`src/rtl/spi_eng_pkg.sv`:
```
`timescale 1ns/1ps
// Shared widths and the packed configuration word of the SPI engine.
// Assumes a 32-bit register port; field positions are fixed by this struct.
package spi_eng_pkg;
    localparam int WORD_W = 32;
    localparam int CS_W   = 8;
    localparam int DIV_W  = 8;
    localparam int LEN_W  = 5;
    localparam int HALF_W = $clog2(2 * WORD_W + 2);

    typedef struct packed {
        logic [CS_W-1:0]  cs_sel;
        logic [DIV_W-1:0] div_m2;
        logic [2:0]       spare;
        logic [LEN_W-1:0] len_m1;
        logic             three_wire;
        logic             lsb_out;
        logic             phase;
        logic             idle_hi;
        logic             cs_hi;
        logic             capture;
        logic             last;
        logic             park;
    } cfg_t;

    localparam cfg_t CFG_RESET = cfg_t'(32'h0000_0003);
endpackage

```
`src/rtl/spi_eng_tick.sv`:
```
`timescale 1ns/1ps
// Half-period timer: reloads with the length of the coming half period and
// flags its last cycle. Assumes arm is raised only at a half boundary.
module spi_eng_tick #(
    parameter int DIV_W = 8
) (
    input  logic             clk,
    input  logic             rst_n,
    input  logic             run,
    input  logic             arm,
    input  logic             long_half,
    input  logic [DIV_W-1:0] div_m2,
    output logic             expire
);
    localparam int CNT_W = DIV_W + 1;

    logic [CNT_W-1:0] div_full;
    logic [CNT_W-1:0] half_len;
    logic [CNT_W-1:0] cnt_q;

    // Split the divisor into a long and a short half.
    always_comb begin
        div_full = {1'b0, div_m2} + CNT_W'(2);
        half_len = long_half ? ((div_full + CNT_W'(1)) >> 1) : (div_full >> 1);
        expire   = run && (cnt_q == '0);
    end

    // Count down the current half.
    always_ff @(posedge clk) begin
        if (!rst_n)
            cnt_q <= '0;
        else if (arm)
            cnt_q <= half_len - CNT_W'(1);
        else if (cnt_q != '0)
            cnt_q <= cnt_q - CNT_W'(1);
    end
endmodule

```
`src/rtl/spi_eng_shift.sv`:
```
`timescale 1ns/1ps
// Transmit/receive shift register. Transmit from one end, receive into the
// other; the sampled bit is held until the following shift edge.
module spi_eng_shift #(
    parameter int WORD_W = 32
) (
    input  logic              clk,
    input  logic              rst_n,
    input  logic              load,
    input  logic [WORD_W-1:0] load_word,
    input  logic              sample,
    input  logic              shift,
    input  logic              din,
    input  logic              lsb_first,
    output logic              sdo,
    output logic [WORD_W-1:0] word
);
    logic [WORD_W-1:0] sr_q;
    logic              rx_q;

    // Serial output bit depends on bit order.
    assign sdo  = lsb_first ? sr_q[0] : sr_q[WORD_W-1];
    assign word = sr_q;

    // Hold the bit seen on the sampling edge.
    always_ff @(posedge clk) begin
        if (!rst_n)
            rx_q <= 1'b0;
        else if (sample)
            rx_q <= din;
    end

    // Load on transfer start, move one place on each shift edge.
    always_ff @(posedge clk) begin
        if (!rst_n)
            sr_q <= '0;
        else if (load)
            sr_q <= load_word;
        else if (shift)
            sr_q <= lsb_first ? {rx_q, sr_q[WORD_W-1:1]} : {sr_q[WORD_W-2:0], rx_q};
    end
endmodule

```
`src/rtl/spi_eng_seq.sv`:
```
`timescale 1ns/1ps
// Transfer sequencer. Half 0 is chip-select setup, halves 1..2n carry the
// bits (odd halves at the non-idle clock level), half 2n+1 is chip-select
// hold and is used only when the transfer closes the transaction.
module spi_eng_seq #(
    parameter int LEN_W  = 5,
    parameter int HALF_W = 7
) (
    input  logic             clk,
    input  logic             rst_n,
    input  logic             start,
    input  logic             expire,
    input  logic             phase,
    input  logic             last,
    input  logic [LEN_W-1:0] len_m1,
    output logic             busy,
    output logic             in_txn,
    output logic             sck_act,
    output logic             sample,
    output logic             shift,
    output logic             arm,
    output logic             long_next,
    output logic             done
);
    typedef enum logic [1:0] {ST_IDLE, ST_RUN, ST_HOLD} st_e;

    st_e               st_q;
    logic [HALF_W-1:0] half_q;
    logic [HALF_W-1:0] two_n;
    logic [HALF_W-1:0] nxt;
    logic              at_edge_end;
    logic              at_tail;

    // Decode the current half into clock level and shift/sample events.
    always_comb begin
        two_n       = (HALF_W'(len_m1) + HALF_W'(1)) << 1;
        nxt         = half_q + HALF_W'(1);
        at_edge_end = (half_q == two_n);
        at_tail     = (half_q == two_n + HALF_W'(1));
        busy        = (st_q == ST_RUN);
        in_txn      = (st_q != ST_IDLE);
        sck_act     = busy && half_q[0] && (half_q < two_n);
        sample      = busy && expire && (half_q < two_n) && (half_q[0] == phase);
        shift       = busy && expire && (half_q != '0) && (half_q <= two_n)
                      && (half_q[0] != phase);
        done        = busy && expire && (at_tail || (at_edge_end && !last));
        arm         = start || (busy && expire && !done);
        long_next   = start ? !phase : (nxt[0] == phase);
    end

    // Advance state and half index.
    always_ff @(posedge clk) begin
        if (!rst_n) begin
            st_q   <= ST_IDLE;
            half_q <= '0;
        end else if (start) begin
            st_q   <= ST_RUN;
            half_q <= '0;
        end else if (busy && expire) begin
            if (done)
                st_q <= at_tail ? ST_IDLE : ST_HOLD;
            else
                half_q <= nxt;
        end
    end
endmodule

```
`src/rtl/spi_xfer_engine.sv`:
```
`timescale 1ns/1ps
// SPI master with a one-bit-address register port. Configuration written
// while idle or between transfers is copied into the active set when a data
// word starts a transfer; only the park flag acts on the pads immediately.
module spi_xfer_engine
    import spi_eng_pkg::*;
(
    input  logic              clk,
    input  logic              rst_n,
    input  logic              wr_en,
    input  logic              wr_addr,
    input  logic [WORD_W-1:0] wr_data,
    output logic              busy,
    output logic              rd_valid,
    output logic [WORD_W-1:0] rd_data,
    output logic              sclk_o,
    output logic              sclk_oe,
    output logic              mosi_o,
    output logic              mosi_oe,
    input  logic              mosi_i,
    input  logic              miso_i,
    output logic [CS_W-1:0]   cs_o,
    output logic              cs_oe
);
    cfg_t             cfg_q;
    cfg_t             act_q;
    logic             accept;
    logic             data_go;
    logic [LEN_W-1:0] sel_len;
    logic [DIV_W-1:0] sel_div;
    logic             sel_phase;
    logic             sel_lsb;
    logic             sel_last;
    logic             in_txn;
    logic             sck_act;
    logic             sample;
    logic             shift;
    logic             arm;
    logic             long_next;
    logic             done;
    logic             expire;
    logic             din;
    logic             cs_lvl;
    logic             unused_cfg;

    // Accept writes only when no transfer is shifting.
    always_comb begin
        accept    = wr_en && !busy;
        data_go   = accept && !wr_addr;
        sel_len   = data_go ? cfg_q.len_m1 : act_q.len_m1;
        sel_div   = data_go ? cfg_q.div_m2 : act_q.div_m2;
        sel_phase = data_go ? cfg_q.phase  : act_q.phase;
        sel_lsb   = data_go ? cfg_q.lsb_out : act_q.lsb_out;
        sel_last  = data_go ? cfg_q.last   : act_q.last;
    end

    // Live configuration register.
    always_ff @(posedge clk) begin
        if (!rst_n)
            cfg_q <= CFG_RESET;
        else if (accept && wr_addr)
            cfg_q <= cfg_t'(wr_data);
    end

    // Active configuration, captured at each transfer start.
    always_ff @(posedge clk) begin
        if (!rst_n)
            act_q <= CFG_RESET;
        else if (data_go)
            act_q <= cfg_q;
    end

    spi_eng_seq #(.LEN_W(LEN_W), .HALF_W(HALF_W)) seq_i (
        .clk(clk), .rst_n(rst_n), .start(data_go), .expire(expire),
        .phase(sel_phase), .last(sel_last), .len_m1(sel_len),
        .busy(busy), .in_txn(in_txn), .sck_act(sck_act), .sample(sample),
        .shift(shift), .arm(arm), .long_next(long_next), .done(done)
    );

    spi_eng_tick #(.DIV_W(DIV_W)) tick_i (
        .clk(clk), .rst_n(rst_n), .run(busy), .arm(arm),
        .long_half(long_next), .div_m2(sel_div), .expire(expire)
    );

    spi_eng_shift #(.WORD_W(WORD_W)) shift_i (
        .clk(clk), .rst_n(rst_n), .load(data_go), .load_word(wr_data),
        .sample(sample), .shift(shift), .din(din), .lsb_first(sel_lsb),
        .sdo(mosi_o), .word(rd_data)
    );

    // Pad levels: idle polarities follow the live word outside transactions.
    always_comb begin
        din     = act_q.three_wire ? mosi_i : miso_i;
        cs_lvl  = in_txn ? act_q.cs_hi : cfg_q.cs_hi;
        sclk_o  = (in_txn ? act_q.idle_hi : cfg_q.idle_hi) ^ sck_act;
        cs_o    = in_txn ? ((act_q.cs_sel & {CS_W{cs_lvl}}) | (~act_q.cs_sel & {CS_W{~cs_lvl}}))
                         : {CS_W{~cs_lvl}};
        sclk_oe = !cfg_q.park;
        cs_oe   = !cfg_q.park;
        mosi_oe = !cfg_q.park && !(busy && act_q.three_wire && act_q.capture);
        unused_cfg = ^{act_q.park, act_q.spare, cfg_q.spare};
    end

    // One-cycle strobe for a captured word.
    always_ff @(posedge clk) begin
        if (!rst_n)
            rd_valid <= 1'b0;
        else
            rd_valid <= done && act_q.capture;
    end
endmodule

```
`config.mk`:
```
export PLATFORM = sky130hd
export DESIGN_NAME = spi_xfer_engine
export DESIGN_NICKNAME = d
export VERILOG_FILES = /design/src/rtl/spi_eng_pkg.sv /design/src/rtl/spi_eng_tick.sv /design/src/rtl/spi_eng_shift.sv /design/src/rtl/spi_eng_seq.sv /design/src/rtl/spi_xfer_engine.sv
export SDC_FILE = /design/constraint.sdc
export NUM_CORES = 1
export LEC_CHECK = 0
export CORE_AREA = 2 2 102 104
export DETAILED_ROUTE_END_ITERATION = 7
export DIE_AREA = 0 0 104 106
export DONT_BUFFER_PORTS = 1
export PLACE_DENSITY = 0.9
export RECOVER_POWER = 25
export SETUP_SLACK_MARGIN = 0.15
export SYNTH_ARGS = -nofsm -noshare
export SYNTH_HDL_FRONTEND = slang
export SYNTH_HIERARCHICAL = 1
export SYNTH_SLANG_ARGS = --single-unit
```
`constraint.sdc`:
```
create_clock -name clk -period 13.5 [get_ports clk]
set_input_delay 2.7 -clock clk [delete_from_list [all_inputs] [get_ports clk]]
set_output_delay 2.7 -clock clk [all_outputs]
set_load 0.05 [all_outputs]
```
# Yosys cells after proc, flatten, opt, wreduce, memory -nomap -nowiden
# Cells that the tools add are included.
[op_classes]
addsub = 7
n_lt_le_gt_ge = 2
eq_ne = 6
mux = 21
bitwise_logic = 8
n_reduce_logical = 40
[ops]
columns = ["op", "count"]
rows = [
  ["$mux 32", 3],
  ["$mux 8", 3],
  ["$logic_and 1x1->1", 19],
  ["$mux 9", 2],
  ["$sub 9x1->9 const B", 2],
  ["$and 8x8->8", 2],
  ["$add 7x1->7 const B", 2],
  ["$eq 7x7->1", 2],
  ["$mux 1", 11],
  ["$reduce_bool 2->1", 5],
  ["$add 8x2->9 const B", 1],
  ["$add 9x1->9 const B", 1],
  ["$logic_not 9->1", 1],
  ["$reduce_bool 9->1", 1],
  ["$not 8->8", 1],
  ["$or 8x8->8", 1],
  ["$le 7x7->1", 1],
  ["$logic_not 1->1", 7],
  ["$lt 7x7->1", 1],
  ["$reduce_bool 7->1", 1],
  ["$add 5x1->6 const B", 1],
  ["$reduce_and 2->1", 3],
  ["$mux 5", 1],
  ["$not 1->1", 3],
  ["7 further kinds", 9],
]
[totals]
regBits = 109
in_bits = 38
output_inout_bits = 47

# Depth between registers and ports, before layout
# Gate-level depths: netlist (run 1).
[depth]
depth_word = 14
depth_mapped = 20
ltp_nobuf = 18

# Hierarchy
# The synthesis (run 1) kept the hierarchy.
[modules_own_cells]
columns = ["module", "instances", "cells_each", "area_each_um2"]
rows = [
  ["spi_xfer_engine", 1, 263, 2566.2],
  ["spi_eng_shift", 1, 187, 2057.0],
  ["spi_eng_tick", 1, 108, 897.1],
  ["spi_eng_seq", 1, 89, 744.5],
]

# Worst setup path after synthesis (run 1)
# No wires, ideal clock.
[synth_path]
kind = "input to output"
startpoint = "input port wr_addr"
endpoint = "output port sclk_o"
arrival_ns = 5.507
setup_slack_ns = 5.293
stages = 12
n_path_buf = 2
path_cell_list = "nor3b_1 -> buf_4 -> buf_4 -> mux2_2 -> ha_1 -> xnor2_1 -> ha_1 -> o21ai_0 -> a21oi_1 -> o41ai_1 -> and3_1 -> xnor2_1"
[synth_between]
elab_chain_len = 7
[synth_lines]
columns = ["element", "line_no", "source"]
rows = [
  ["start, declared", "spi_xfer_engine.sv:11", "input logic wr_addr,"],
  ["$logic_not 1->1", "spi_xfer_engine.sv:49", "data_go = accept && !wr_addr;"],
  ["$logic_and 1x1->1", "spi_xfer_engine.sv:49", ""],
  ["$mux 5", "spi_xfer_engine.sv:50", "sel_len = data_go ? cfg_q.len_m1 : act_q.len_m1;"],
  ["via sel_len[0]", "spi_xfer_engine.sv:29", "logic [LEN_W-1:0] sel_len;"],
  ["$add 5x1->6", "spi_eng_seq.sv:36", "two_n = (HALF_W'(len_m1) + HALF_W'(1)) << 1;"],
  ["$lt 7x7->1", "spi_eng_seq.sv:42", "sck_act = busy && half_q[0] && (half_q < two_n);"],
  ["$logic_and 1x1->1", "spi_eng_seq.sv:42", ""],
  ["via sck_act", "spi_xfer_engine.sv:35", "logic sck_act;"],
  ["$xor 1x1->1", "spi_xfer_engine.sv:95", "sclk_o = (in_txn ? act_q.idle_hi : cfg_q.idle_hi) ^ sck_act;"],
  ["end, declared", "spi_xfer_engine.sv:16", "output logic sclk_o,"],
]
# The timed path passes the listed nets, and every way through them passes these cells.

# Final worst setup path (run 1)
# Ends and elaborated chain as after synthesis.

==> results of run 1 <==
==> per-stage QoR <==
stage | hold slack, ps | power [mW]
2_1_floorplan | 432 | 0.501
3_3_place_gp | 440 | 0.508
3_5_place_dp | 447 | 0.514
4_1_cts | 465 | 0.738
5_1_grt | 482 | 0.766
6_report | 464 | 0.736
==> final cells by class <==
| type | count | area share |
|---|---|---|
| multi-input combinational | 480 | 0.584 |
| sequential | 109 | 0.345 |
| tap | 136 | 0.0269 |
| clock buffer | 10 | 0.0218 |
| clock inverter | 6 | 0.0146 |
| inverter | 10 | 0.00593 |
| timing repair buffer | 2 | 0.00178 |
==> sequential cells by signal, summed over array words and instances, names as in the netlist <==
name	flops
seq_i/st_q	2
shift_i/word	32
act_q	28
cfg_q	29
seq_i/half_q	7
shift_i/rx_q	1
tick_i/cnt_q	9
rd_valid	1
==> layout by cell type (no fill, tap or decap), types with 2 or more instances in the layout <==
cell type | netlist | final
nand4b_1 | 2 | 2
o31ai_1 | 2 | 2
a21o_1 | 9 | 9
nand2_1 | 97 | 97
nand3b_1 | 2 | 2
dfxtp_1 | 109 | 109
and3_1 | 6 | 6
nor2_1 | 21 | 21
mux2i_1 | 94 | 94
xnor2_1 | 22 | 22
nor3_1 | 3 | 3
a21oi_1 | 6 | 6
o211ai_1 | 2 | 2
o21ai_1 | 2 | 2
nor3_2 | 2 | 2
nand2b_1 | 39 | 39
nor2b_1 | 8 | 8
nand4_1 | 2 | 2
and4_1 | 2 | 2
or3_1 | 3 | 3
o221ai_1 | 2 | 2
o221ai_2 | 30 | 30
nand3_1 | 42 | 42
ha_1 | 13 | 13
a31oi_1 | 4 | 4
bufinv_16 | 0 | 2
or2_2 | 3 | 3
o21a_1 | 2 | 2
and2_1 | 2 | 2
o31ai_4 | 2 | 2
xor2_1 | 7 | 7
nor4_1 | 3 | 3
and3b_1 | 2 | 2
nor3b_1 | 2 | 2
o21ai_0 | 3 | 3
mux2_2 | 19 | 19
clkbuf_8 | 0 | 10
inv_1 | 10 | 10
==> metal layers <==
metal | up-vias | part of all wire
met5 | - | 0
met4 | 0 | 0.016
met3 | 17 | 0.073
met2 | 143 | 0.49
met1 | 2230 | 0.42
li1 | 2215 | -
==> power groups by stage <==
| stage | Clock, mW | Sequential (mW) | Combinational, mW |
|---|---|---|---|
| after global placement | 0 | 0.380 | 0.128 |
| after detailed placement | 0 | 0.380 | 0.134 |
| final | 0.228 | 0.373 | 0.135 |
| after global routing | 0.243 | 0.375 | 0.148 |
| after floorplan | 0 | 0.375 | 0.125 |
| after CTS | 0.231 | 0.373 | 0.134 |
==> critical path, delay by kind of cell <==
| family | cells | cell delay, ps |
|---|---|---|
| compound gates | 3 | 830 |
| mux | 1 | 480 |
| fa+ha+maj | 2 | 500 |
| xor+xnor | 2 | 670 |
| buf+inv | 1 | 1580 |
| simple gates | 2 | 470 |
==> kinds of logic (layout without fill, tap and decap cells) <==
group	after synthesis	in the layout
simple gates	251	251
mux	114	114
compound gates	72	72
fa+ha+maj	13	13
xor+xnor	30	30
buf+inv	58	28
flops	109	109
==> worst max-delay path by stage <==
stage,from,end,depth (start not counted)
floorplan,wr_addr,sclk_o,12
global placement,wr_addr,sclk_o,11
detailed placement,wr_addr,sclk_o,11
CTS,wr_addr,sclk_o,11
global route,wr_addr,sclk_o,11
finish,wr_addr,sclk_o,11
==> results by group, run 1 <==
Run status
  – Status: complete, but fails checks
  – Violated checks: max-capacitance violations, max-slew violations

Yosys
  – Fraction of synthesized area in multiplexers: 0.187
  – Simple-gate share of the synthesized area: 0.210
  – Share of the synthesized area in the top cell type: 0.348
  – Yosys warns: 6
  – Synth area leader: dfxtp_1
  – Synth area leaders: dfxtp_1 35%, mux2i_1 15%, o221ai_2 7.2%
  – Largest family of logic cells by synthesized area: simple AND/OR/NAND/NOR gates
  – Seq cells post-synth: 109
  – Post-Synthesis Cells: 647
  – Adder-cell share of the synthesized area: 0.0260
  – Xor and xnor area share after synthesis: 0.0431
  – Synth top cells by count: 109 x dfxtp_1, 97 x nand2_1, 94 x mux2i_1, 42 x nand3_1, 39 x nand2b_1
  – Post-synth cell types: 63
  – EDFF count, synth: 0
  – Main flop type after synthesis: dfxtp_1
  – Post-Synthesis Cell Area: 6260 um^2
  – Async SR Flop Fraction: 0
  – Synth Area in Compound Gates: 0.124
  – Most frequent cell after synthesis: dfxtp_1
  – Seq/Total Area, Yosys: 0.348
  – Syn Nets: 698
  – Syn Area/Cell: 9.68 um^2

Power
  – Switching share of power: 0.307
  – Part of the power in registers: 0.507
  – Pint: 0.510 mW
  – Combinational share of power: 0.183
  – Clock Power Share: 0.310
  – Pwr/cell area: 116 nW/um^2
  – Switching pwr: 0.226 mW
  – Peak supply drop: 0.0635 mV
  – Leakage: 2.14 nW

Routing
  – Via count: 4605
  – Per-cell routed wire length: 17.8 um
  – Drt pass-1 iters: 5
  – WL final: 13400 um
  – Detail Route Antenna Nets: 0
  – DR vias/cell: 6.12
  – DRT iter0 DRCs: 378
  – Post-route DRC: 0

Clocking
  – Post_cts resized: 0
  – Bufs on Longest Clock Path: 2
  – CTS root buffer: clkbuf_8
  – Cts hold-fix bufs: 0
  – CTS tree: yes
  – Worst skew pair latency: 380 ps
  – TritonCTS Sinks: 109
  – Htree depth: 3
  – Post-CTS Setup Bufs: 0
  – CTS Buf Count: 9
  – CTS clk-pin slew, worst paths: 100 ps

Finish
  – Synth-to-Final Area Change: 0.979%
  – Sequential Area: 2180 um^2
  – Post-route insts no fill: 753
  – Fin area: 6330 um^2
  – Area of the multi-input gates: 3690 um^2
  – Final nets: 663
  – Layout cells sized above 1: 0.136
  – Antenna cells: 0
  – Final design utilization: 0.633
  – Filler instances: 804

Critical path
  – R2r startpoint: seq_i/st_q[1]
  – Reg-to-reg setup timing slack: 6930 ps
  – CP cell instances: nor3b_1 > clkbuf_1 > mux2_2 > ha_1 > xnor2_1 > ha_1 > o21ai_0 > a21oi_1 > o41ai_1 > and3_1 > xnor2_1
  – Crit path max fanout: 42
  – Startpoint class of the critical path: input pin
  – WP data required: 10800 ps
  – Worst r2r dst: tick_i/cnt_q[7]
  – Crit Path Category: input pin to output port
  – Slowest stage cell on the critical path: clkbuf_1
  – Biggest cell delay along the critical path: 1580 ps
  – CP arrival: 7260 ps
  – Worst reg2reg path depth: 19
  – Critical Path Sink Type: output port

Global routing
  – Layer with the highest usage: met2
  – First-pass GRT wire length: 21800 um
  – Largest net degree at the start of global routing: 126
  – GR Util All Layers: 0.240
  – GRT met2 Usage: 0.403
  – Initial antenna violation count: 0
  – Met3 Use GR: 0.0503
  – Met1 Track Usage GR: 0.305
  – Number of global-route vias before repair: 4430
  – Final global-route overflow total: 0

Timing
  – Max Fclk: 0.100 GHz
  – Worst slew margin: -0.463
  – Period Utilization, post-route: 0.738
  – Hold Vio Cnt, Final: 0
  – Final setup viols: 0
  – RSZ-0062 raised after global routing: false
  – Clock skew: 12.8 ps
  – Slew @ Worst Pin: 2190 ps
  – Min Tclk post-route: 9960 ps
  – Sum Neg Setup Slack: 0 ps
  – Final WS setup: 3540 ps
  – Slew Viols, Final: 73

Placed design
  – Final Wtd Congestion: 0.893
  – DP HPWL: 9420 um
  – Placed cell count: 737
  – Number of port buffers: 0
  – DP Worst Slack: 4850 ps
  – Post-DP Area: 6110 um^2

Die
  – Die Height: 106 um
  – FP Rows: 37
  – Core area: 10000 um^2
  – Die width: 104 um
  – Ports: 85
  – Die area: 11000 um^2
  – Initial Util: 0.627

Flow run
  – Max-cap violations: 2

Worst hold path
  – Hold endpoint: act_q[22]
  – Hold Crit Start: act_q[22]
  – Hold Path Depth: 2
  – Worst min path class: flop to flop
Note: power is estimated with default switching activity, not from simulation.
==> run 2: changes to the inputs <==
--- a/config.mk
+++ b/config.mk
@@ -5,11 +5,12 @@
 export SDC_FILE = /design/constraint.sdc
 export NUM_CORES = 1
 export LEC_CHECK = 0
-export CORE_AREA = 2 2 102 104
+export ABC_AREA = 1
+export CORE_AREA = 2 2 103 105
 export DETAILED_ROUTE_END_ITERATION = 7
-export DIE_AREA = 0 0 104 106
+export DIE_AREA = 0 0 105 107
 export DONT_BUFFER_PORTS = 1
-export PLACE_DENSITY = 0.9
+export PLACE_DENSITY = 0.89
 export RECOVER_POWER = 25
 export SETUP_SLACK_MARGIN = 0.15
 export SYNTH_ARGS = -nofsm -noshare
==> constraint.sdc (replaced) <==
create_clock -name clk -period 10.4 [get_ports clk]
set_input_delay 2.08 -clock clk [delete_from_list [all_inputs] [get_ports clk]]
set_output_delay 2.08 -clock clk [all_outputs]
set_load 0.05 [all_outputs]
==> run 2 against run 1 <==
Effect of this change:
- the flow still finishes with violations (max-capacitance violations, max-slew violations)
- sequential power increased by 34%
- clock skew decreased by 1.7 ps
- clock power increased by 21%
- synthesized cell count increased by 58%
- cell count increased by 51%
- area after synthesis increased by 0.74%
- core utilization increased by 0.29 points
- sequential share of layout area decreased by 0.47 points
- total power increased by 39%
- critical path type unchanged
- largest power group unchanged
==> results by group, run 2 <==
Run status
  – Status: complete, but fails checks
  – Violated checks: max-capacitance violations, max-slew violations

Global routing
  – Final global-route overflow total: 0
  – GR Util All Layers: 0.262
  – Number of global-route vias before repair: 5382
  – Initial antenna violation count: 0
  – First-pass GRT wire length: 24500 um
  – Largest net degree at the start of global routing: 57

Timing
  – Min Tclk post-route: 8100 ps
  – Period Utilization, post-route: 0.779
  – Min Hold Slack: 477 ps
  – Sum Neg Setup Slack: 0 ps
  – RSZ-0062 raised after global routing: false
  – Final setup viols: 0
  – Worst slew margin: -0.332
  – Clock skew: 11.1 ps
  – Slew Viols, Final: 99
  – Max Fclk: 0.123 GHz
  – Hold Vio Cnt, Final: 0
  – Slew @ Worst Pin: 1990 ps

Critical path
  – Worst r2r dst: tick_i/cnt_q[6]
  – Crit-path most repeated cell: nand2_1
  – CP cell instances: inv_1 > nand3_1 > clkbuf_1 > nand2_1 > nand2_1 > inv_1 > ha_1 > nand3_1 > xor2_1 > ha_1 > nand2_1 > inv_1 > o21ai_0 > nand3_1 > nor3_1 > o211ai_1 > nand2_1
  – Biggest cell delay along the critical path: 1230 ps
  – CP arrival: 6020 ps
  – R2r startpoint: seq_i/st_q[1]
  – Startpoint class of the critical path: input pin
  – WP data required: 8320 ps
  – Crit Path Category: input pin to output port
  – Slowest stage cell on the critical path: clkbuf_1
  – Crit path max fanout: 41
  – Worst reg2reg path depth: 27
  – Critical Path Sink Type: output port
  – Reg-to-reg setup timing slack: 4650 ps

Finish
  – Antenna cells: 0
  – Layout cells sized above 1: 0.0501
  – Synth-to-Final Area Change: 1.63%
  – Max reg flops: 32
  – Post-route insts no fill: 1134
  – Most frequent cells in the layout: 336 x nand2_1, 157 x inv_1, 133 x nor2_1
  – Commonest non-fill, non-tap cell in the layout: nand2_1
  – Final nets: 1044

Clocking
  – CTS root buffer: clkbuf_8
  – Cts hold-fix bufs: 0
  – CTS Buf Count: 9
  – Post_cts resized: 0
  – CTS tree: yes
  – Htree depth: 3
  – Worst skew pair latency: 380 ps
  – Post-CTS Setup Bufs: 0
  – CTS clk-pin slew, worst paths: 100 ps
  – Bufs on Longest Clock Path: 2
  – TritonCTS Sinks: 109

Routing
  – Per-cell routed wire length: 12.8 um
  – DRT iter0 DRCs: 618
  – Drt pass-1 iters: 5
  – Post-route DRC: 0
  – Via count: 5960
  – Detail Route Antenna Nets: 0
  – WL final: 14500 um
  – DR vias/cell: 5.26

Power
  – Pwr/cell area: 160 nW/um^2
  – Power, Total: 1.02 mW
  – Peak supply drop: 0.103 mV
  – Leakage: 3.39 nW

Yosys
  – Share of the synthesized area in the top cell type: 0.346
  – EDFF count, synth: 0
  – Fraction of synthesized area in multiplexers: 0
  – Synth top cells by count: 336 x nand2_1, 156 x inv_1, 133 x nor2_1, 109 x dfxtp_1, 79 x a21oi_1
  – Synth area leader: dfxtp_1
  – Syn Area/Cell: 6.18 um^2
  – Syn Nets: 1072
  – Post-Synthesis Cell Area: 6310 um^2
  – Largest family of logic cells by synthesized area: simple AND/OR/NAND/NOR gates
  – Most frequent cell after synthesis: nand2_1
  – Async SR Flop Fraction: 0
  – Post-Synthesis Cells: 1021
  – Synth Area in Compound Gates: 0.0938
  – Seq/Total Area, Yosys: 0.346
  – Simple-gate share of the synthesized area: 0.376
  – Main flop type after synthesis: dfxtp_1
  – Yosys warns: 6
  – Xor and xnor area share after synthesis: 0.0109
  – Post-synth cell types: 39
  – Seq cells post-synth: 109
  – Adder-cell share of the synthesized area: 0.0258
  – Synth area leaders: dfxtp_1 35%, nand2_1 20%, inv_1 9.3%

Die
  – Core area: 10100 um^2
  – Die Height: 107 um
  – Initial Util: 0.625
  – Die area: 11200 um^2
  – FP Rows: 37
  – Die width: 105 um
  – Ports: 85

Worst hold path
  – Hold endpoint: seq_i/st_q[0]
  – Hold Crit Start: seq_i/st_q[0]
  – Worst min path class: flop to flop
  – Hold Path Depth: 2

Flow run
  – Max-cap violations: 2

Placed design
  – DP HPWL: 10200 um
  – Number of port buffers: 0
  – Final Wtd Congestion: 0.906
  – Placed cell count: 1118
==> run 2: stage by stage <==
step,setup WS (ps),area [um^2],util
6_report,2300,6410,0.636
3_3_place_gp,3590,6220,0.616
4_1_cts,3450,6430,0.637
2_1_floorplan,4000,6310,-
5_1_grt,1910,6410,0.636
3_5_place_dp,3500,6220,0.616
==> run 2: how the worst max path moves through the flow <==
stage	slack, ps	start	depth (start not counted)	end
after floorplan	4000	wr_addr	16	sclk_o
after global placement	3590	wr_addr	17	sclk_o
after detailed placement	3500	wr_addr	17	sclk_o
after CTS	3450	wr_addr	17	sclk_o
after global routing	1910	wr_addr	17	sclk_o
final	2300	wr_addr	17	sclk_o
==> run 2: worst max-delay path, delay by kind of cell <==
family                   cells  cell delay, ps
XOR/XNOR                     1             180
AO/OA/AOI/OAI                2             230
adder cells (fa/ha/maj)      2             480
buffers and inverters        4            1590
AND/OR/NAND/NOR              8            1460
==> run 2: logic make-up (layout without fill, tap and decap cells) <==
group | Yosys count | count (layout)
xor gates and xnor gates | 7 | 7
DFF | 109 | 109
adders and majority gates | 13 | 13
buffers and inverters | 211 | 188
AOI/OAI and AO/OA | 114 | 114
and+or+nand+nor | 567 | 567
==> run 2: final cells by class <==
class | instances | area (um^2)
Clock buffer | 13 | 169
Clock inverter | 3 | 42.5
Fill cell | 951 | 3680
Inverter | 168 | 636
Multi-Input combinational cell | 701 | 3190
Sequential cell | 109 | 2180
Tap cell | 136 | 170
Timing Repair Buffer | 4 | 26.3
==> run 2: report_power, final <==
part / total, mW / internal [mW] / switching, mW
logic: 0.251 / 0.0779 / 0.174
registers: 0.499 / 0.455 / 0.0442
clock network: 0.275 / 0.131 / 0.143
==> run 2: per-layer routing <==
layer  GRT usage  wire, um  up-vias
li1            -         -     3041
met1       0.336      6520     2700
met2       0.441      6710      193
met3      0.0517      1030       26
met4      0.0952       282        0
met5           0         0        -
==> run 3: changes to the inputs <==
--- a/config.mk
+++ b/config.mk
@@ -6,11 +6,11 @@
 export NUM_CORES = 1
 export LEC_CHECK = 0
 export ABC_AREA = 1
-export CORE_AREA = 2 2 103 105
+export CORE_AREA = 2 2 108 110
 export DETAILED_ROUTE_END_ITERATION = 7
-export DIE_AREA = 0 0 105 107
+export DIE_AREA = 0 0 110 112
 export DONT_BUFFER_PORTS = 1
-export PLACE_DENSITY = 0.89
+export PLACE_DENSITY = 0.86
 export RECOVER_POWER = 25
 export SETUP_SLACK_MARGIN = 0.15
 export SYNTH_ARGS = -nofsm -noshare
==> constraint.sdc (replaced) <==
create_clock -name clk -period 7.1 [get_ports clk]
set_input_delay 1.42 -clock clk [delete_from_list [all_inputs] [get_ports clk]]
set_output_delay 1.42 -clock clk [all_outputs]
set_load 0.05 [all_outputs]
==> run 3 against run 2 <==
Effect of this change:
- largest cell class unchanged
- clock power grew 91%
- largest power group unchanged
- routed wire length grew 0.69%
- hold slack lost 3.1 ps
- cell count grew 0.79%
- sequential power grew 47%
- first-iteration DRC count grew 4.9%
- worst setup slack lost 1100 ps
- the run still ends with max-capacitance violations, max-slew violations left
==> results by group, run 3 (synthesized netlist as in run 2, its figures left out) <==
Critical path
  – WP data required: 5680 ps
  – CP cell instances: inv_1 > nand3_1 > nand2_1 > nand2_1 > inv_1 > ha_1 > nand3_1 > xor2_1 > ha_1 > nand2_1 > inv_1 > o21ai_0 > nand3_1 > nor3_1 > o211ai_1 > nand2_1
  – Startpoint class of the critical path: input pin
  – R2r startpoint: seq_i/st_q[1]
  – Crit-path most repeated cell: nand2_1
  – CP Launch Point: wr_addr
  – CP arrival: 4460 ps
  – Crit Path Category: input pin to output port
  – Slowest stage cell on the critical path: nand3_1
  – Critical Path Sink Type: output port
  – Crit path max fanout: 16
  – Biggest cell delay along the critical path: 500 ps

Timing
  – Min Tclk post-route: 5880 ps
  – Slew @ Worst Pin: 1880 ps
  – Min Hold Slack: 474 ps
  – Sum Neg Setup Slack: 0 ps
  – Final setup viols: 0
  – RSZ-0062 raised after global routing: false
  – Period Utilization, post-route: 0.828
  – Max Fclk: 0.170 GHz
  – Worst slew margin: -0.254
  – Slew Viols, Final: 57
  – Clock skew: 7.97 ps
  – Hold Vio Cnt, Final: 0

Placed design
  – DP HPWL: 10200 um
  – Number of port buffers: 0
  – Final Wtd Congestion: 0.915

Die
  – Ports: 85
  – Core area: 11200 um^2
  – FP Rows: 39
  – Die Height: 112 um
  – Initial Util: 0.565
  – Die width: 110 um
  – Die area: 12300 um^2

Finish
  – Layout cells sized above 1: 0.0530
  – Filler instances: 1062
  – Final nets: 1046
  – Synth-to-Final Area Change: 3.55%
  – Final design utilization: 0.585
  – Max reg flops: 32
  – Antenna cells: 0
  – Most frequent cells in the layout: 336 x nand2_1, 157 x inv_1, 133 x nor2_1
  – Commonest non-fill, non-tap cell in the layout: nand2_1
  – Area of the multi-input gates: 3190 um^2
  – Sequential Area: 2180 um^2

Clocking
  – Worst skew pair latency: 350 ps
  – CTS clk-pin slew, worst paths: 70 ps
  – Bufs on Longest Clock Path: 2
  – Htree depth: 3
  – CTS root buffer: clkbuf_16
  – Cts hold-fix bufs: 0
  – CTS Buf Count: 9
  – Post_cts resized: 0
  – TritonCTS Sinks: 109
  – CTS tree: yes
  – Post-CTS Setup Bufs: 0

Global routing
  – Number of global-route vias before repair: 5240
  – Final global-route overflow total: 0
  – GR Util All Layers: 0.243
  – Largest net degree at the start of global routing: 57
  – Initial antenna violation count: 0
  – First-pass GRT wire length: 24100 um

Run status
  – Status: complete, but fails checks
  – Violated checks: max-capacitance violations, max-slew violations

Routing
  – Via count: 5879
  – DR vias/cell: 5.14
  – Detail Route Antenna Nets: 0
  – WL final: 14700 um
  – DRT iter0 DRCs: 648
  – Post-route DRC: 0
  – Drt pass-1 iters: 6
  – Per-cell routed wire length: 12.8 um

Worst hold path
  – Worst min path class: flop to flop
  – Hold Crit Start: cfg_q[1]

Power
  – Leakage: 3.44 nW
  – Pwr/cell area: 249 nW/um^2
  – Peak supply drop: 0.210 mV

Flow run
  – Max-cap violations: 1
==> run 3: changes by cell type in the layout (fill, tap and decap cells not counted), sizes merged <==
cell | before | now
clkbuf | 14 | 11
inv | 164 | 165
clkinvlp | 1 | 0
buf | 3 | 5
clkinv | 5 | 8
==> run 3: metal layers <==
layer | global-route usage | routed length [um] | vias up
li1 | - | - | 3039
met1 | 0.319 | 6500 | 2637
met2 | 0.390 | 6650 | 180
met3 | 0.0609 | 1220 | 23
met4 | 0.0743 | 284 | 0
met5 | 0 | 0 | -
==> run 3: worst paths after layout <==
kind | depth (start not counted) | end | slack (ps)
setup reg to reg | 23 | tick_i/cnt_q[6] | 2420
setup / recovery | 16 | sclk_o | 1220
hold / removal | 2 | cfg_q[1] | 470
hold reg to reg | 2 | cfg_q[1] | 470
==> run 3: metrics by stage <==
step           setup WS (ps)  total power [mW]  instance area (um^2)  cells
2_1_floorplan           2020              1.05                  6310   1021
3_3_place_gp            1640              1.10                  6240   1127
3_5_place_dp            1580              1.11                  6240   1127
4_1_cts                 1570              1.63                  6550   1143
5_1_grt                  800              1.71                  6540   1143
6_report                1220              1.62                  6540   1143
==> run 3: power by group <==
part / internal, mW / total, mW / switching [mW]
Clock: 0.286 / 0.525 / 0.239
Sequential: 0.666 / 0.732 / 0.0657
Combinational: 0.115 / 0.367 / 0.253
==> run 3: critical path: cells and delay by family <==
| family | cells | cell delay (ps) |
|---|---|---|
| AO/OA/AOI/OAI | 2 | 210 |
| adder cells (fa/ha/maj) | 2 | 470 |
| XOR/XNOR | 1 | 160 |
| buffers and inverters | 3 | 460 |
| AND/OR/NAND/NOR | 8 | 1740 |
==> run 3: final cells by class <==
type	count	area share
timing repair buffer	6	0.00632
clock inverter	6	0.0107
inverter	168	0.0973
multi-input combinational	701	0.488
tap	143	0.0274
sequential	109	0.334
clock buffer	10	0.0366
